File: src/rtl/bcd_su_pkg.sv
package bcd_su_pkg;
  localparam int NDIG  = 14;
  localparam int DW    = 4;
  localparam int WBITS = NDIG * DW;
  localparam int NREG  = 7;

  localparam logic [3:0] OP_ADD  = 4'd0;
  localparam logic [3:0] OP_SUB  = 4'd1;
  localparam logic [3:0] OP_CMP  = 4'd2;
  localparam logic [3:0] OP_INC  = 4'd3;
  localparam logic [3:0] OP_DEC  = 4'd4;
  localparam logic [3:0] OP_SHL  = 4'd5;
  localparam logic [3:0] OP_SHR  = 4'd6;
  localparam logic [3:0] OP_MOV  = 4'd7;
  localparam logic [3:0] OP_PUSH = 4'd8;
  localparam logic [3:0] OP_POP  = 4'd9;

  localparam logic [2:0] F_WORD  = 3'd0;
  localparam logic [2:0] F_MANT  = 3'd1;
  localparam logic [2:0] F_MSGN  = 3'd2;
  localparam logic [2:0] F_EXP   = 3'd3;
  localparam logic [2:0] F_ESGN  = 3'd4;
  localparam logic [2:0] F_DIGIT = 3'd5;

  localparam int REG_X = 3;
  localparam int REG_Y = 4;
  localparam int REG_Z = 5;
  localparam int REG_T = 6;
  localparam logic [2:0] SRC_EXT = 3'd7;

  localparam int EXP_LO  = 0;
  localparam int EXP_HI  = 1;
  localparam int ESGN_D  = 2;
  localparam int MANT_LO = 3;
  localparam int MANT_HI = 12;
  localparam int MSGN_D  = 13;

  typedef struct packed {
    logic [4:0] lo;
    logic [4:0] hi;
  } span_t;

  function automatic span_t field_span(input logic [2:0] f, input logic [3:0] idx);
    span_t s;
    case (f)
      F_MANT:  begin s.lo = 5'(MANT_LO); s.hi = 5'(MANT_HI); end
      F_MSGN:  begin s.lo = 5'(MSGN_D);  s.hi = 5'(MSGN_D);  end
      F_EXP:   begin s.lo = 5'(EXP_LO);  s.hi = 5'(EXP_HI);  end
      F_ESGN:  begin s.lo = 5'(ESGN_D);  s.hi = 5'(ESGN_D);  end
      F_DIGIT: begin
        if (int'(idx) < NDIG) begin s.lo = {1'b0, idx}; s.hi = {1'b0, idx}; end
        else begin s.lo = 5'd31; s.hi = 5'd0; end
      end
      default: begin s.lo = 5'd0; s.hi = 5'(NDIG - 1); end
    endcase
    return s;
  endfunction

  // {carry, digit} of p + q + cin in decimal
  function automatic logic [4:0] dec_add(input logic [3:0] p, input logic [3:0] q, input logic cin);
    logic [4:0] s;
    s = {1'b0, p} + {1'b0, q} + {4'b0, cin};
    if (s > 5'd9) return {1'b1, 4'(s - 5'd10)};
    return {1'b0, s[3:0]};
  endfunction

  // {borrow, digit} of p - q - bin in decimal
  function automatic logic [4:0] dec_sub(input logic [3:0] p, input logic [3:0] q, input logic bin);
    logic [5:0] d;
    d = {2'b0, p} - {2'b0, q} - {5'b0, bin};
    if (d[5]) return {1'b1, 4'(d[3:0] + 4'd10)};
    return {1'b0, d[3:0]};
  endfunction

  function automatic logic is_arith(input logic [3:0] op);
    return (op == OP_ADD) || (op == OP_SUB) || (op == OP_CMP) ||
           (op == OP_INC) || (op == OP_DEC);
  endfunction
endpackage

File: src/rtl/bcd_word_timer.sv
module bcd_word_timer
  import bcd_su_pkg::*;
#(
  parameter int ND = NDIG,
  parameter int BPD = DW,
  localparam int BW = $clog2(BPD),
  localparam int DGW = $clog2(ND)
) (
  input  logic           clk,
  input  logic           rst_n,
  input  logic           start,
  output logic           accept,
  output logic           busy,
  output logic           done,
  output logic           last,
  output logic [BW-1:0]  bit_idx,
  output logic [DGW-1:0] dig_idx
);
  localparam logic [BW-1:0]  BIT_LAST = BW'(BPD - 1);
  localparam logic [DGW-1:0] DIG_LAST = DGW'(ND - 1);

  assign accept = start && !busy;
  assign last   = busy && (bit_idx == BIT_LAST) && (dig_idx == DIG_LAST);

  always_ff @(posedge clk) begin
    if (!rst_n) begin
      busy    <= 1'b0;
      done    <= 1'b0;
      bit_idx <= '0;
      dig_idx <= '0;
    end else begin
      done <= last;
      if (accept) begin
        busy    <= 1'b1;
        bit_idx <= '0;
        dig_idx <= '0;
      end else if (busy) begin
        if (bit_idx == BIT_LAST) begin
          bit_idx <= '0;
          if (dig_idx == DIG_LAST) begin
            dig_idx <= '0;
            busy    <= 1'b0;
          end else begin
            dig_idx <= dig_idx + 1'b1;
          end
        end else begin
          bit_idx <= bit_idx + 1'b1;
        end
      end
    end
  end
endmodule

File: src/rtl/bcd_digit_alu.sv
module bcd_digit_alu
  import bcd_su_pkg::*;
#(
  parameter int ND = NDIG,
  parameter int BPD = DW,
  localparam int BW = $clog2(BPD),
  localparam int DGW = $clog2(ND)
) (
  input  logic           clk,
  input  logic           rst_n,
  input  logic           accept,
  input  logic           busy,
  input  logic [BW-1:0]  bit_idx,
  input  logic [DGW-1:0] dig_idx,
  input  logic [3:0]     op,
  input  logic [4:0]     lo,
  input  logic [4:0]     hi,
  input  logic           p_bit,
  input  logic           q_bit,
  output logic           wr_cur,
  output logic [BPD-1:0] cur_val,
  output logic           wr_prev,
  output logic [BPD-1:0] prev_val,
  output logic           flag
);
  localparam logic [BW-1:0] BIT_LAST = BW'(BPD - 1);

  logic [BPD-2:0] sp, sq;
  logic [BPD-1:0] pd, qd, prevp;
  logic [4:0]     dig5, calc;
  logic           at_b3, in_f, cin, cy_q, unary, use_sub;

  assign at_b3   = busy && (bit_idx == BIT_LAST);
  assign dig5    = 5'(dig_idx);
  assign in_f    = (dig5 >= lo) && (dig5 <= hi);
  assign unary   = (op == OP_INC) || (op == OP_DEC);
  assign use_sub = (op == OP_SUB) || (op == OP_CMP) || (op == OP_DEC);
  assign pd      = {p_bit, sp};
  assign qd      = unary ? '0 : {q_bit, sq};
  assign cin     = (dig5 == lo) ? unary : cy_q;
  assign calc    = use_sub ? dec_sub(pd, qd, cin) : dec_add(pd, qd, cin);

  always_comb begin
    wr_cur   = 1'b0;
    cur_val  = calc[3:0];
    wr_prev  = 1'b0;
    prev_val = pd;
    case (op)
      OP_ADD, OP_SUB, OP_INC, OP_DEC: wr_cur = at_b3 && in_f;
      OP_MOV: begin
        wr_cur  = at_b3 && in_f;
        cur_val = pd;
      end
      OP_SHL: begin
        wr_cur  = at_b3 && in_f;
        cur_val = (dig5 > lo) ? prevp : '0;
      end
      OP_SHR: begin
        wr_cur  = at_b3 && in_f && (dig5 == hi);
        cur_val = '0;
        wr_prev = at_b3 && in_f && (dig5 > lo);
      end
      default: ;
    endcase
  end

  always_ff @(posedge clk) begin
    if (!rst_n) begin
      sp    <= '0;
      sq    <= '0;
      prevp <= '0;
      cy_q  <= 1'b0;
      flag  <= 1'b0;
    end else begin
      if (accept) flag <= 1'b0;
      if (busy && !at_b3) begin
        sp <= {p_bit, sp[BPD-2:1]};
        sq <= {q_bit, sq[BPD-2:1]};
      end
      if (at_b3) begin
        prevp <= pd;
        if (in_f) cy_q <= calc[4];
        if (in_f && (dig5 == hi) && is_arith(op)) flag <= calc[4];
      end
    end
  end
endmodule

File: src/rtl/bcd_reg_bank.sv
module bcd_reg_bank
  import bcd_su_pkg::*;
#(
  parameter int NR = NREG,
  parameter int BPD = DW,
  parameter int W = WBITS
) (
  input  logic           clk,
  input  logic           rst_n,
  input  logic           accept,
  input  logic           busy,
  input  logic [3:0]     op,
  input  logic [1:0]     dst,
  input  logic [2:0]     psel,
  input  logic [2:0]     qsel,
  input  logic [W-1:0]   ext_word,
  input  logic           wr_cur,
  input  logic [BPD-1:0] cur_val,
  input  logic           wr_prev,
  input  logic [BPD-1:0] prev_val,
  input  logic [2:0]     rd_sel,
  output logic           p_bit,
  output logic           q_bit,
  output logic [W-1:0]   rd_word,
  output logic [NR*W-1:0] regs_flat
);
  logic [W-1:0] ext_q;
  logic         lsb  [NR];
  logic         in_b [NR];

  always_ff @(posedge clk) begin
    if (!rst_n)      ext_q <= '0;
    else if (accept) ext_q <= ext_word;
    else if (busy)   ext_q <= {ext_q[0], ext_q[W-1:1]};
  end

  assign p_bit = (psel == SRC_EXT) ? ext_q[0] : lsb[psel];
  assign q_bit = (qsel == SRC_EXT) ? ext_q[0] : lsb[qsel];

  always_comb begin
    for (int i = 0; i < NR; i++) in_b[i] = lsb[i];
    if (op == OP_PUSH) begin
      in_b[REG_X] = p_bit;
      in_b[REG_Y] = lsb[REG_X];
      in_b[REG_Z] = lsb[REG_Y];
      in_b[REG_T] = lsb[REG_Z];
    end else if (op == OP_POP) begin
      in_b[REG_X] = lsb[REG_Y];
      in_b[REG_Y] = lsb[REG_Z];
      in_b[REG_Z] = lsb[REG_T];
    end
  end

  for (genvar g = 0; g < NR; g++) begin : g_reg
    logic [W-1:0] r, nxt;
    logic         is_dst;
    assign is_dst = ({1'b0, dst} == 3'(g));
    assign lsb[g] = r[0];
    assign regs_flat[g*W +: W] = r;
    always_comb begin
      nxt = {in_b[g], r[W-1:1]};
      if (wr_cur && is_dst)  nxt[W-1 -: BPD]     = cur_val;
      if (wr_prev && is_dst) nxt[W-BPD-1 -: BPD] = prev_val;
    end
    always_ff @(posedge clk) begin
      if (!rst_n)    r <= '0;
      else if (busy) r <= nxt;
    end
  end

  assign rd_word = (rd_sel == SRC_EXT) ? ext_q : regs_flat[int'(rd_sel)*W +: W];
endmodule

File: src/rtl/bcd_serial_au.sv
module bcd_serial_au
  import bcd_su_pkg::*;
(
  input  logic              clk,
  input  logic              rst_n,
  input  logic              start,
  input  logic [3:0]        op_code,
  input  logic [2:0]        fld_code,
  input  logic [3:0]        dig_sel,
  input  logic [2:0]        src_p,
  input  logic [2:0]        src_q,
  input  logic [1:0]        dst_sel,
  input  logic [WBITS-1:0]  ext_word,
  input  logic [2:0]        rd_sel,
  output logic [WBITS-1:0]  rd_word,
  output logic              busy,
  output logic              done,
  output logic              cy_flag
);
  localparam int BW  = $clog2(DW);
  localparam int DGW = $clog2(NDIG);

  logic             accept, last;
  logic [BW-1:0]    bit_idx;
  logic [DGW-1:0]   dig_idx;
  logic [3:0]       op_q;
  logic [1:0]       dst_q;
  logic [2:0]       psel_q, qsel_q;
  span_t            span_q;
  logic             p_bit, q_bit, wr_cur, wr_prev;
  logic [DW-1:0]    cur_val, prev_val;
  logic [NREG*WBITS-1:0] regs_flat;

  always_ff @(posedge clk) begin
    if (!rst_n) begin
      op_q   <= 4'hF;
      dst_q  <= '0;
      psel_q <= '0;
      qsel_q <= '0;
      span_q <= '0;
    end else if (accept) begin
      op_q   <= op_code;
      dst_q  <= dst_sel;
      psel_q <= src_p;
      qsel_q <= src_q;
      span_q <= field_span(fld_code, dig_sel);
    end
  end

  bcd_word_timer u_timer (
    .clk(clk), .rst_n(rst_n), .start(start), .accept(accept), .busy(busy),
    .done(done), .last(last), .bit_idx(bit_idx), .dig_idx(dig_idx)
  );

  bcd_digit_alu u_alu (
    .clk(clk), .rst_n(rst_n), .accept(accept), .busy(busy),
    .bit_idx(bit_idx), .dig_idx(dig_idx), .op(op_q),
    .lo(span_q.lo), .hi(span_q.hi), .p_bit(p_bit), .q_bit(q_bit),
    .wr_cur(wr_cur), .cur_val(cur_val), .wr_prev(wr_prev),
    .prev_val(prev_val), .flag(cy_flag)
  );

  bcd_reg_bank u_regs (
    .clk(clk), .rst_n(rst_n), .accept(accept), .busy(busy), .op(op_q),
    .dst(dst_q), .psel(psel_q), .qsel(qsel_q), .ext_word(ext_word),
    .wr_cur(wr_cur), .cur_val(cur_val), .wr_prev(wr_prev),
    .prev_val(prev_val), .rd_sel(rd_sel), .p_bit(p_bit), .q_bit(q_bit),
    .rd_word(rd_word), .regs_flat(regs_flat)
  );
endmodule

File: config.mk
export PLATFORM = sky130hd
export DESIGN_NAME = bcd_serial_au
export DESIGN_NICKNAME = d
export VERILOG_FILES = /design/src/rtl/bcd_su_pkg.sv /design/src/rtl/bcd_word_timer.sv /design/src/rtl/bcd_digit_alu.sv /design/src/rtl/bcd_reg_bank.sv /design/src/rtl/bcd_serial_au.sv
export SDC_FILE = /design/constraint.sdc
export NUM_CORES = 1
export LEC_CHECK = 0
export ABC_AREA = 0
export BUFFER_PORTS_ARGS = -buffer_cell sky130_fd_sc_hd__buf_2
export CORE_ASPECT_RATIO = 0.75
export CORE_MARGIN = 8
export CORE_UTILIZATION = 38
export DETAILED_ROUTE_END_ITERATION = 10
export HOLD_SLACK_MARGIN = 0.06
export PLACE_DENSITY_LB_ADDON = 0.05
export SLEW_MARGIN = 20
export SYNTH_ARGS = -nofsm -noshare
export SYNTH_HDL_FRONTEND = slang
export SYNTH_SLANG_ARGS = --single-unit
File: constraint.sdc
create_clock -name clk -period 5.6 [get_ports clk]
set_clock_uncertainty 0.1 [all_clocks]
set_input_delay 0.84 -clock clk [delete_from_list [all_inputs] [get_ports clk]]
set_output_delay 0.84 -clock clk [all_outputs]
set_load 0.01 [all_outputs]
# After elaboration in Yosys (flattened, before gate mapping)

Index checks and enable logic that the tools add are counted.

Bits in registers: 490
Input bits: 81
Word-level logic and storage cells: 147

$add $sub $neg: 8
Multipliers: 1
$lt $le $gt $ge: 7
Equal/unequal tests: 24
Shift operators: 1
Multiplexer cells: 46
Bitwise logic cells: 3
Reduce and logical (&&, ||, !) cells: 34

Operators with widths:

| operator                                                  | count |
|---|---|
| indexed part select 392 x 32 -> 56 bit                    | 1 |
| two-way mux 56 bit                                        | 3 |
| one-hot mux 10 bit (5 select lines)                       | 1 |
| two-way mux 4 bit                                         | 11 |
| two-way mux 5 bit                                         | 5 |
| logical AND 1 bit                                         | 18 |
| two-way mux 1 bit                                         | 18 |
| == test 4 x 3 -> 1 bit (second input constant)            | 4 |
| == test 3 bit (second input constant)                     | 5 |
| == test 4 bit (second input constant)                     | 3 |
| one-hot mux 4 bit (3 select lines)                        | 1 |
| == test 4 x 5 -> 1 bit                                    | 2 |
| two-way mux 10 bit                                        | 1 |
| == test 4 x 2 -> 1 bit (second input constant)            | 2 |
| greater-or-equal comparator 4 bit (second input constant) | 2 |
| inverter 3 -> 4 bit                                       | 2 |
| logical OR 1 bit                                          | 7 |
| binary-select mux 1 bit (select 3 bit)                    | 2 |
| == test 2 bit (second input constant)                     | 3 |
| == test 3 x 2 -> 1 bit (second input constant)            | 2 |
| multiplier 3 x 3 -> 6 bit (second input constant)         | 1 |
| two-way mux 3 bit                                         | 2 |
| OR reduction 6 bit                                        | 1 |
| subtractor 6 x 1 -> 6 bit                                 | 1 |
| 24 further kinds                                          | 26 |

# Logic depth before layout (Yosys ltp)

Depth after elaboration: 14
Mapped depth: 17
Gate-level depth less buffers: 17

# By module

A second synthesis with hierarchy kept.

Cell total of the unflattened synthesis: 2687
Area, all modules: 25589.5 um2

Modules (own cells, without submodules):

| module         | instances | cells each | area an instance (um2) |
|---|---|---|---|
| bcd_reg_bank   | 1         | 2378       | 22859.4 |
| bcd_digit_alu  | 1         | 179        | 1466.4 |
| bcd_serial_au  | 1         | 92         | 894.6 |
| bcd_word_timer | 1         | 38         | 369.1 |

# Worst setup path after synthesis

No wires, ideal clock.

Kind: flip-flop to flip-flop
Start point: register u_timer.dig_idx[3]
End point: register u_regs.g_reg[0].r[53]
Library setup time: 129 ps
Data arrival time: 3262 ps
Required time: 5371 ps
Slack: 2109 ps
Stages on the path, launching flop included: 17
Buffers on the path: 0
Cell sequence: dfxtp_1 > ha_1 > and3b_1 > nand3_1 > nor2_1 > a21o_1 > inv_1 > fa_1 > inv_1 > fa_1 > xnor2_1 > inv_1 > ha_1 > a221o_1 > nand2_1 > mux2i_1 > o31ai_1

Word-level cells in the longest chain between the ends: 9
Elaborated cells between the ends (all ways): 26

Ends and longest elaborated chain:

| item                                                                     | line                               | text |
|---|---|---|
| start: declaration                                                       | bcd_word_timer.sv:17               | `output logic [DGW-1:0] dig_idx` |
| start signal: assignment                                                 | bcd_word_timer.sv:44               | `dig_idx <= dig_idx + 1'b1;` |
| == test 4 x 5 -> 1 bit                                                   | bcd_digit_alu.sv:40                | `assign cin = (dig5 == lo) ? unary : cy_q;` |
| two-way mux 1 bit                                                        | bcd_digit_alu.sv:40                |  |
| subtractor 6 x 1 -> 6 bit / adder 5 x 1 -> 5 bit (equally long branches) | bcd_su_pkg.sv:70, bcd_su_pkg.sv:62 |  |
| adder 4 bit (tied with other cells)                                      | bcd_su_pkg.sv:71                   | `if (d[5]) return {1'b1, 4'(d[3:0] + 4'd10)};` |
| two-way mux 5 bit (tied with other cells)                                | bcd_su_pkg.sv:71                   |  |
| two-way mux 5 bit (on tied branches)                                     | bcd_su_pkg.sv:72, bcd_su_pkg.sv:64 |  |
| two-way mux 5 bit                                                        | bcd_digit_alu.sv:41                | `assign calc = use_sub ? dec_sub(pd, qd, cin) : dec_add(pd, qd, cin);` |
| one-hot mux 4 bit (3 select lines)                                       | bcd_digit_alu.sv:48                | `case (op)` |
| two-way mux 4 bit (*)                                                    | bcd_reg_bank.sv:62                 | `if (wr_cur && is_dst) nxt[W-1 -: BPD] = cur_val;` |
| end signal: assignment                                                   | bcd_reg_bank.sv:67                 | `else if (busy) r <= nxt;` |
| end: declaration                                                         | bcd_reg_bank.sv:55                 | `logic [W-1:0] r, nxt;` |

Every way passes the cells marked *; elsewhere a longest branch is shown, timed or not. The select of a mux whose other input is x is not followed.
A chain may end at the register's enable or synchronous reset.

# Final worst setup path

Same ends and word-level chain as after synthesis.

==> results by group <==
Synthesis
  • Synth top area share: 42.89%
  • Post-synthesis register bit count: 489
  • Async S/R FF share, synth: 0%
  • Netlist Area Pre-Place: 22820 um^2
  • Unique masters post-synth: 67
  • EDFF count, synth: 0
  • Synthesized instance count: 2467
  • Warning count from the yosys run: 0
  • Synth top cells by count: mux2i_1 (500), nor2_1 (497), dfxtp_1 (489), nand2_1 (254)
  • Syn_nets: 2573
  • Synth top area cells: dfxtp_1 (43%), mux2i_1 (22%), nor2_1 (8.2%), mux4_2 (5.8%), nand2_1 (4.2%)
  • Synth Area per Inst: 9.251 um^2
  • Top-count cell post-synth: mux2i_1
  • Seq/Total Area, Yosys: 42.89%
  • Top FF cell, synth: dfxtp_1
  • Largest area contributor in the netlist: dfxtp_1

Critical path
  • Crit-path max FO: 7
  • Data required time of the critical path: 5.96 ns
  • R2R cell count: 15
  • Critical path data arrival time: 4.37 ns
  • RR Endpoint: u_regs.g_reg[0].r[53]
  • CP Capture Type: flop
  • Crit Path Class: flop to flop
  • Slowest CP cell: fa_1
  • FF-to-FF setup slack: 1.59 ns
  • Most frequent cell on the critical path: inv_1
  • Cell Chain, Critical Path: ha_1 -> and3b_1 -> nand3_1 -> a21o_1 -> inv_1 -> fa_1 -> inv_1 -> fa_1 -> xnor2_1 -> inv_1 -> ha_1 -> a221o_1 -> nand2_1 -> mux2i_1 -> o31ai_1
  • Largest incremental delay on the critical path: 0.43 ns
  • Crit path launch type: flop
  • Worst r2r src: u_timer.dig_idx[3]

Hold path
  • Hold Crit Start: u_alu.prevp[2]
  • Worst Hold Path Cells: 2
  • Hold Path Class: flop to flop
  • Hold worst-path end: u_alu.prevp[2]

Cells and area
  • Final cell count without fillers: 3322
  • ANT cells: 0
  • Layout cell share with drive strength beyond 1: 12.32%
  • Layout Utilization: 43.44%
  • FILL cells: 5832
  • Area grow syn2layout: 12.59%
  • Final Net Count: 2600

Floorplan
  • Chip Height: 228.2 um
  • Initial core utilization: 38.58%
  • Die area: 68240 um^2
  • Row Count: 77
  • I/O pin cnt: 140
  • Die X: 299.0 um
  • Core area: 59150 um^2

Power and ir drop
  • Total power: 0.007766 W
  • Lkg Pwr: 10.47 nW
  • Cell Pwr Density: 302.2 nW/um^2
  • Maximum VDD drop: 0.1974 mV

Global route
  • Vias in the first global route: 16230
  • Grt met3 use: 2.773%
  • GRT met2 Usage: 23.09%
  • GRT Overall Usage: 16.64%
  • Gr ovfl total: 0
  • Grt peak-use layer: met1
  • Initial antenna violation count: 0
  • Largest net degree at the start of global routing: 170
  • First-pass GRT wire length: 94.65 mm
  • Grt met1 use: 26.33%

Placement
  • Detail Placement HPWL: 38.65 mm
  • Cells after DPL: 3230
  • Gpl congestion: 0.8197
  • Port bufs: 139

Drt
  • DR vias: 17030
  • Total Wirelength: 59.19 mm
  • Drt wl/cell: 17.82 um
  • ANT nets after route: 0
  • Pre-Repair DR Iteration Count: 5
  • Iteration-0 DRC Markers: 1237
  • Drt drc: 0
  • Vias/cell: 5.126

CTS
  • CTS Sinks: 489
  • Clk root buf: clkbuf_16
  • CTS buffer count: 52
  • CTS H-tree lvls: 2
  • Clock-pin slew on the worst setup and hold paths: 0.06 ns
  • CTS tree: done
  • Hold_buf cts: 0
  • Skew-Pair Late Insertion Delay: 0.59 ns
  • Bufs on Longest Clock Path: 3
  • Post-CTS Resized: 0
  • Setup Buffers After CTS: 0

STA
  • Setup TNS: 0 ns
  • Max Slew Vio Count: 0
  • Count of final setup violators: 0
  • Worst relative slew slack: 18.14%
  • Unrepaired setup endpoints after global routing: no
  • Final period util: 71.63%
  • Least-Margin Pin Slew: 1.228 ns
  • Peak Freq: 0.2493 GHz
  • Final hold violations: 0
  • Min Tclk post-route: 4.011 ns

Run
  • Max cap viols: 0

Outcome
  • Status: finished, final reports clean
[critical path: cells and delay by family, from the launching register on]
kind / cells / cell delay (ns)
XOR/XNOR: 1 / 0.25
buffers and inverters: 3 / 0.23
AO/OA/AOI/OAI: 3 / 0.80
flip-flops: 1 / 0.36
adder cells (fa/ha/maj): 4 / 1.21
multiplexers: 1 / 0.38
AND/OR/NAND/NOR: 3 / 0.56
[logic make-up after synthesis]
logic type      after synthesis  share of synthesized area, %
fa+ha+maj                    25                         1.469
simple gates                828                         14.59
mux                         564                         28.00
flops                       489                         42.89
buf+inv                     209                         3.755
compound gates              346                         9.068
xor+xnor                      6                        0.2302
[layout make-up]
type	instances	area, um^2	area share, %
repair buffers	158	909.6	3.540
clock inverters	12	171.4	0.6671
multi-input cells	1769	12190	47.43
flip-flops and latches	489	9793	38.11
clock buffers	80	1548	6.023
inverters	24	97.59	0.3798
well taps	790	988.4	3.847
[where the power goes]
| part | switching [W] | leakage, nW | internal, W |
|---|---|---|---|
| sequential | 0.0000536 | 3.95 | 0.00353 |
| clock | 0.00142 | 0.846 | 0.00208 |
| combinational | 0.000423 | 5.67 | 0.000260 |
| total | 0.00190 | 10.5 | 0.00586 |
[layout by cell type (no fill, tap or decap), types with 5 or more instances in the layout]
cell type / count
clkbuf_8: 12
buf_2: 135
clkinv_2: 5
nor2b_1: 19
nand2b_1: 7
o31ai_1: 13
buf_4: 16
ha_1: 22
and2_1: 5
a211oi_1: 6
a21oi_1: 123
nor3_1: 7
dfxtp_1: 488
clkbuf_1: 15
o211ai_1: 59
a21o_1: 5
inv_1: 23
nand3_1: 9
mux2i_1: 500
nor2_1: 497
clkbuf_16: 53
o21ai_0: 99
nand2_1: 254
a31oi_1: 6
mux4_2: 59
[flip-flops by register name, summed over array words and instances (netlist names)]
name	flops
op_q	4
u_timer.bit_idx	2
u_alu.cy_q	1
u_timer.done	1
dst_q	2
u_alu.sq	3
u_timer.dig_idx	4
u_regs.ext_q	56
u_alu.prevp	4
psel_q	3
u_timer.busy	1
qsel_q	3
u_alu.flag	1
u_regs.g.r	392
u_alu.sp	3
span_q	9
[stage by stage]
step                      hold WS, ns  instance area, um^2  setup slack (ns)
after floorplan                0.3198                22820             2.109
after global routing           0.3488                25700             1.263
after detailed placement       0.3399                23970             1.599
final                          0.3604                25700             1.589
after CTS                      0.3216                25690             1.601
after global placement         0.3453                23970             1.580
[worst max-delay path by stage]
stage	endpoint	slack, ns	from	cells after the start
finish	u_regs.g_reg[0].r[53]	1.59	u_timer.dig_idx[3]	15
detailed placement	rd_word[4]	1.60	rd_sel[0]	6
CTS	u_regs.g_reg[0].r[53]	1.60	u_timer.dig_idx[3]	15
floorplan	u_regs.g_reg[0].r[53]	2.11	u_timer.dig_idx[3]	16
global route	u_regs.g_reg[3].r[53]	1.26	u_timer.dig_idx[2]	16
global placement	rd_word[4]	1.58	rd_sel[0]	6
[layer usage]
layer / routed length (um) / share of wire, % / up-vias
met5: 0 / 0 / -
met4: 935 / 1.6 / 0
met1: 31910 / 54 / 8105
li1: - / - / 8607
met2: 23860 / 40 / 249
met3: 2484 / 4.2 / 66
No activity file was read; power rests on OpenSTA's default activity.
